===== src/rtl/edge_flag_pkg.sv =====
package edge_flag_pkg;
    typedef enum logic {
        ST_CLEAR = 1'b0,
        ST_SET   = 1'b1
    } flag_state_t;

    localparam int MODE_TOGGLE   = 0;
    localparam int MODE_SET_WINS = 1;
    localparam int MODE_CLR_WINS = 2;
endpackage


===== src/rtl/edge_flag_sync.sv =====
module edge_flag_sync #(
    parameter int STAGES = 2
) (
    input  logic clk,
    input  logic d_in,
    output logic q_out
);
    logic [STAGES-1:0] chain;

    // Chain runs freely (also during reset) so the history reflects the pin.
    for (genvar g = 0; g < STAGES; g++) begin : g_stage
        if (g == 0) begin : g_first
            always_ff @(posedge clk) chain[g] <= d_in;
        end else begin : g_next
            always_ff @(posedge clk) chain[g] <= chain[g-1];
        end
    end

    assign q_out = chain[STAGES-1];
endmodule


===== src/rtl/edge_flag_rise.sv =====
module edge_flag_rise (
    input  logic clk,
    input  logic rst_n,
    input  logic level_in,
    output logic pulse_out
);
    logic prev_q;

    // History tracks the level during reset: a held level yields no edge later.
    always_ff @(posedge clk) prev_q <= level_in;

    assign pulse_out = rst_n & level_in & ~prev_q;

    // a held level fires only once, so a pulse never lasts two cycles
    single_pulse_chk: assert property (@(posedge clk) disable iff (!rst_n)
        pulse_out |=> !pulse_out)
        else $error("edge pulse held longer than one cycle");
endmodule


===== src/rtl/edge_flag_fsm.sv =====
module edge_flag_fsm
    import edge_flag_pkg::*;
#(
    parameter int SIMUL_MODE = MODE_TOGGLE
) (
    input  logic clk,
    input  logic rst_n,
    input  logic set_pls,
    input  logic clr_pls,
    output logic flag_out
);
    flag_state_t state_q, state_d;
    flag_state_t both_from_clear, both_from_set;

    // Coincident-edge policy picked at elaboration time.
    if (SIMUL_MODE == MODE_SET_WINS) begin : g_set_wins
        assign both_from_clear = ST_SET;
        assign both_from_set   = ST_SET;
    end else if (SIMUL_MODE == MODE_CLR_WINS) begin : g_clr_wins
        assign both_from_clear = ST_CLEAR;
        assign both_from_set   = ST_CLEAR;
    end else begin : g_toggle
        assign both_from_clear = ST_SET;
        assign both_from_set   = ST_CLEAR;
    end

    always_comb begin
        state_d = state_q;
        unique case (state_q)
            ST_CLEAR: begin
                if (set_pls && clr_pls) state_d = both_from_clear;
                else if (set_pls)       state_d = ST_SET;
            end
            ST_SET: begin
                if (set_pls && clr_pls) state_d = both_from_set;
                else if (clr_pls)       state_d = ST_CLEAR;
            end
            default: state_d = ST_CLEAR;
        endcase
    end

    always_ff @(posedge clk) begin
        if (!rst_n) state_q <= ST_CLEAR;
        else        state_q <= state_d;
    end

    always_comb begin
        flag_out = (state_q == ST_SET);
    end


    set_edge_chk: assert property (@(posedge clk) disable iff (!rst_n)
        (set_pls && !clr_pls) |=> flag_out)
        else $error("set pulse did not raise flag");


    clr_edge_chk: assert property (@(posedge clk) disable iff (!rst_n)
        (clr_pls && !set_pls) |=> !flag_out)
        else $error("clear pulse did not lower flag");


    hold_chk: assert property (@(posedge clk) disable iff (!rst_n)
        (!set_pls && !clr_pls) |=> $stable(flag_out))
        else $error("flag moved without a pulse");


    if (SIMUL_MODE == MODE_SET_WINS) begin : g_chk_set
        both_set_chk: assert property (@(posedge clk) disable iff (!rst_n)
            (set_pls && clr_pls) |=> flag_out)
            else $error("coincident edges: set priority violated");
    end else if (SIMUL_MODE == MODE_CLR_WINS) begin : g_chk_clr
        both_clr_chk: assert property (@(posedge clk) disable iff (!rst_n)
            (set_pls && clr_pls) |=> !flag_out)
            else $error("coincident edges: clear priority violated");
    end else begin : g_chk_tog
        both_tog_chk: assert property (@(posedge clk) disable iff (!rst_n)
            (set_pls && clr_pls) |=> (flag_out != $past(flag_out)))
            else $error("coincident edges: toggle violated");
    end


    reset_val_chk: assert property (@(posedge clk)
        !rst_n |=> !flag_out)
        else $error("flag not cleared by reset");
endmodule


===== src/rtl/edge_flag_ctrl.sv =====
module edge_flag_ctrl
    import edge_flag_pkg::*;
#(
    parameter int SYNC_STAGES = 2,
    parameter int SIMUL_MODE  = MODE_TOGGLE
) (
    input  logic clk,
    input  logic rst_n,
    input  logic set_in,
    input  logic clr_in,
    output logic flag_out
);
    logic set_sync, clr_sync;
    logic set_pls, clr_pls;

    edge_flag_sync #(.STAGES(SYNC_STAGES)) u_sync_set (
        .clk(clk), .d_in(set_in), .q_out(set_sync));
    edge_flag_sync #(.STAGES(SYNC_STAGES)) u_sync_clr (
        .clk(clk), .d_in(clr_in), .q_out(clr_sync));

    edge_flag_rise u_rise_set (
        .clk(clk), .rst_n(rst_n), .level_in(set_sync), .pulse_out(set_pls));
    edge_flag_rise u_rise_clr (
        .clk(clk), .rst_n(rst_n), .level_in(clr_sync), .pulse_out(clr_pls));

    edge_flag_fsm #(.SIMUL_MODE(SIMUL_MODE)) u_fsm (
        .clk(clk), .rst_n(rst_n),
        .set_pls(set_pls), .clr_pls(clr_pls),
        .flag_out(flag_out));
endmodule


===== config.mk =====
export PLATFORM = sky130hd
export DESIGN_NAME = edge_flag_ctrl
export DESIGN_NICKNAME = d
export VERILOG_FILES = /design/src/rtl/edge_flag_pkg.sv /design/src/rtl/edge_flag_sync.sv /design/src/rtl/edge_flag_rise.sv /design/src/rtl/edge_flag_fsm.sv /design/src/rtl/edge_flag_ctrl.sv
export SDC_FILE = /design/constraint.sdc
export NUM_CORES = 1
export LEC_CHECK = 0
export BUFFER_PORTS_ARGS = -buffer_cell sky130_fd_sc_hd__buf_2
export CAP_MARGIN = 20
export CORE_AREA = 10 10 47 49
export CTS_CLUSTER_DIAMETER = 150
export DETAILED_ROUTE_END_ITERATION = 10
export DIE_AREA = 0 0 57 59
export GPL_TIMING_DRIVEN = 0
export PLACE_DENSITY = 0.33
export SLEW_MARGIN = 20
export SYNTH_ARGS = -nofsm -noshare
export SYNTH_HDL_FRONTEND = slang
export SYNTH_HIERARCHICAL = 1
export SYNTH_SLANG_ARGS = --single-unit

===== constraint.sdc =====
create_clock -name clk -period 0.8 [get_ports clk]
set_input_delay 0.16 -clock clk [delete_from_list [all_inputs] [get_ports clk]]
set_output_delay 0.16 -clock clk [all_outputs]
set_load 0.03 [all_outputs]

**Word level (Yosys, flattened, before mapping)**

Cells that the tools add are included.

- Bitwise operators: 7
- Div/mod/pow operators: 0
- $add $sub $neg: 0
- $mul: 0
- Multiplexer cells: 5
- Equal/unequal tests: 0
- Shifts and indexed selects: 0
- Reduce and logical (&&, ||, !) cells: 1
- Magnitude comparators: 0

Operators with widths:

| cell | number |
|---|---|
| AND 1 bit | 4 |
| two-way mux 1 bit | 4 |
| inverter 1 bit | 3 |
| case mux 1 bit (2 select lines) | 1 |
| logical AND 1 bit | 1 |

- Memories kept: 0
- Input bits: 4
- Bits in read-only memories: 0
- Word-level logic and storage cells: 20
- Bits in registers: 7
- Latch bits: 0
- RAM bits: 0
- Output and inout port bits: 1

**Depth between registers and ports, before layout**

- Depth in word-level cells: 5
- Mapped depth: 3
- Gate-level depth less buffers: 3

**Hierarchy**

The synthesis kept the hierarchy.

By module, submodules not included:

| module | sequential area each (um2) | times used | cells an instance | area an instance (um2) |
|---|---|---|---|---|
| edge_flag_sync | 40.0 | 2 | 2 | 40.0 |
| edge_flag_rise | 20.0 | 2 | 2 | 28.8 |
| edge_flag_fsm | 20.0 | 1 | 4 | 51.3 |

**Worst setup path after synthesis**

Ideal clock, no wire load.

- Path kind: reg2reg
- Start point: reg u_fsm.state_q, in the netlist u_fsm/flag_out
- End point: reg u_fsm.state_q, in the netlist u_fsm/flag_out
- Path buffers: 0
- Clock period less this slack: 848 ps
- Arrival: 730 ps
- Library setup time: 118 ps
- Slack: -48 ps
- Required time: 682 ps
- Stages on the path, launching flop included: 3
- Cells stage by stage: dfxtp_1 -> nand2b_4 -> a21boi_2

- Longest elaborated chain between the ends: 2

Ends and longest elaborated chain:

| element | RTL line | text |
|---|---|---|
| start: declaration | edge_flag_fsm.sv:12 | `flag_state_t state_q, state_d;` |
| start signal: assignment | edge_flag_fsm.sv:44 | `else state_q <= state_d;` |
| inverter 1 bit | edge_flag_fsm.sv:29 | `unique case (state_q)` |
| case mux 1 bit (2 select lines) * | edge_flag_fsm.sv:29 |  |

Mark *: on every way between the ends. The rest lies on a longest branch, timed or not.
A chain may end at the register's enable or synchronous reset.

**Worst setup path in the final report**

- Start point: reg u_fsm.state_q, in the netlist u_fsm/flag_out
- End point: out flag_out

RTL lines:

| element | RTL line | text |
|---|---|---|
| end: declaration | edge_flag_ctrl.sv:11 | `output logic flag_out` |

No word-level cell between the ends.

==> reports/qor.yml <==
grt_max_degree: 5
worst_pin_slew_ps: 112
p_sw_uw: 142
ir_drop_v: 0.000933
ys_seq_elements: 7
antenna-diode-count: 0
vias: 113
reg2reg_slack_ps: 20
totalWireLength_um: 278
cpLargestDelayFamily: "flip-flops"
timing.critical_path.arrival_ps: 690
drtAntennaViolNets: 0
die-height_um: 59
start_util: 0.135
worst-path-buf-inv: 1
cap_violations: 0
layout_worst_path_cycle_share: 1.07
design.portCount: 5
final-hold-violation-count: 0
drt_drc_violations_left: 0
critical_path.endpoint_type: "output port"
tns_ps: -52.4
timing.fmax_ghz: 1.17
grt_remaining_overflow: 0
core_region_area_um2: 1400
setup_violations: 1
final_cells: 38
hp-class: "in2reg"
tritoncts: "done"
syn-instance-count: 12
post_route_cells_drive_above_1_share: 0.591
pwr-share-seq: 0.513
whs_ps: 13.9
async_reset_ff_frac: 0
yosys.area.top_type_share: 0.742
outcome: "finished with violations"
layout.nets: 27
cts.sink_count: 7
grt_first_pass_wirelength_um: 503
crit_path_max_fanout: 2
total_power_uw: 729
synth-main-ff-cell: "sky130_fd_sc_hd__dfxtp_1"
clock_tree_skew_after_final_layout_ps: 1.65
seq_area_frac_synth: 0.742
worst_skew_pair_latency_ps: 240
yosys-top-cells-count: "7 x sky130_fd_sc_hd__dfxtp_1, 2 x sky130_fd_sc_hd__and3b_1, 1 x sky130_fd_sc_hd__a21boi_2, 1 x sky130_fd_sc_hd__nand2b_1, 1 x sky130_fd_sc_hd__nand2b_4"
drtPass1Iterations: 2
clock_power_share: 0.426
netlist.top_cell.by_area: "sky130_fd_sc_hd__dfxtp_1"
placement.cell_area_um2: 230
crit_slowest_cell: "sky130_fd_sc_hd__dfxtp_2"
worst-setup-path-type: "reg2out"
power.switching_fraction: 0.194
syn_nets: 16
path_cells: "buf_6"
dr.first_iter.drc_count: 3
die_x_um: 57
final_area_um2: 289
htree_levels: 1
number_of_antenna_violations_at_the_first_check_in_global_routing: 0
postLayoutSetupSlackWorst_ps: -52.4
final_routed_wire_length_divided_by_cell_count_um: 7.32
cp.required_ps: 640
placement_row_count: 14
grt_pass1_vias: 137
failing_checks: "negative setup slack"
area_growth_syn_to_layout_pct: 53.0
power_per_cell_area_nw_per_um2: 2520
post-synth-top-count-cell: "sky130_fd_sc_hd__dfxtp_1"
cts_buffer_depth: 2
synth_area_um2: 189
port_buffers: 4
slew_viol_final: 0
slew_headroom: 0.925
comb_power_share: 0.061
synth_cell_type_count: 5
setup_repair_after_global_routing_missed_its_margin: "true"
ys_top_cells_by_area: "sky130_fd_sc_hd__dfxtp_1 74%, sky130_fd_sc_hd__and3b_1 9.3%, sky130_fd_sc_hd__nand2b_4 7.3%"
clock_period_minus_worst_slack_ps: 852
cts.root.buffer_cell: "sky130_fd_sc_hd__clkbuf_4"
post_synth.cell_area_avg_um2: 15.7
finalWeightedCongestion: 0.531
detail_route.vias_per_cell: 2.97
worst_setup_hold_path_clk_slew_ps: 50
power_report.internal_total_uw: 587
crit_path_start_kind: "register"
timing.critical_path.slowest_cell_delay_ps: 330
grt_use_total: 0.0229
fp.dieArea_um2: 3360
synth_edf_count: 0
static-leakage-power_nw: 0.125
yosys_warnings: 6
numCtsBuffers: 3
placed_cells_incl_taps: 32
-- area by class of cell --
type	count	area, µm²
Clock buffer	4	26.3
Multi-Input combinational cell	5	56.3
Fill cell	164	1110
Sequential cell	7	143
Timing Repair Buffer	6	43.8
Tap cell	16	20.0
-- metrics by stage --
step                setup slack [ps]  utilization
floorplan                       56.0            -
finish                         -52.4        0.206
global placement                37.8        0.164
CTS                            -70.8        0.193
global route                   -88.6        0.206
detailed placement              24.6        0.164
-- final timing paths --
| check | start | to | cells past startpoint |
|---|---|---|---|
| min | set_in | u_sync_set/chain[0] | 1 |
| max | u_fsm/flag_out | flag_out | 1 |
| max reg2reg | u_sync_clr/q_out | u_fsm/flag_out | 3 |
| min reg2reg | u_sync_clr/chain[0] | u_sync_clr/q_out | 0 |
-- placed cells by master, fill, tap and decap left out --
master	n
sky130_fd_sc_hd__buf_4	1
sky130_fd_sc_hd__nand2b_4	2
sky130_fd_sc_hd__and3b_1	2
sky130_fd_sc_hd__dfxtp_2	2
sky130_fd_sc_hd__clkbuf_4	3
sky130_fd_sc_hd__buf_2	3
sky130_fd_sc_hd__a21boi_2	1
sky130_fd_sc_hd__buf_6	1
sky130_fd_sc_hd__dfxtp_1	5
sky130_fd_sc_hd__dlygate4sd3_1	1
sky130_fd_sc_hd__clkbuf_1	1
-- cell families after synthesis --
family             Yosys count  synth area share
and+or+nand+nor              4             0.199
AOI/OAI and AO/OA            1            0.0596
DFF                          7             0.742
-- sequential cells by signal, indices dropped and copies added (netlist names) --
register	cells
u_sync_clr/chain	1
u_rise_set/prev_q	1
u_rise_clr/prev_q	1
u_sync_clr/q_out	1
u_sync_set/q_out	1
u_sync_set/chain	1
u_fsm/flag_out	1
-- power by group through the flow --
stage / Combinational [mW] / Sequential (mW) / Clock [mW]
after floorplan: 0.0137 / 0.385 / 0
after global placement: 0.0293 / 0.380 / 0
after detailed placement: 0.0301 / 0.381 / 0
after CTS: 0.0372 / 0.374 / 0.333
after global routing: 0.0479 / 0.376 / 0.354
final: 0.0446 / 0.374 / 0.310
-- routing by layer --
metal	GRT usage	routed length, µm	vias to the layer above
met5	0	0	-
met4	0.0101	0	0
met3	0.0408	37	0
met2	0.0248	110	5
met1	0.0179	130	49
li1	-	-	59
-- what timing repair did --
item / CTS / global route
hold buffers: 0 / 1
gates cloned: 0 / 0
resized for setup: 2 / 2
pin swaps: 0 / 2
buffers inserted: 1 / 0
hold endpoints to repair: 0 / 1
endpoints found under the setup margin: 1 / 2
Power figures use the tool's default switching activity.
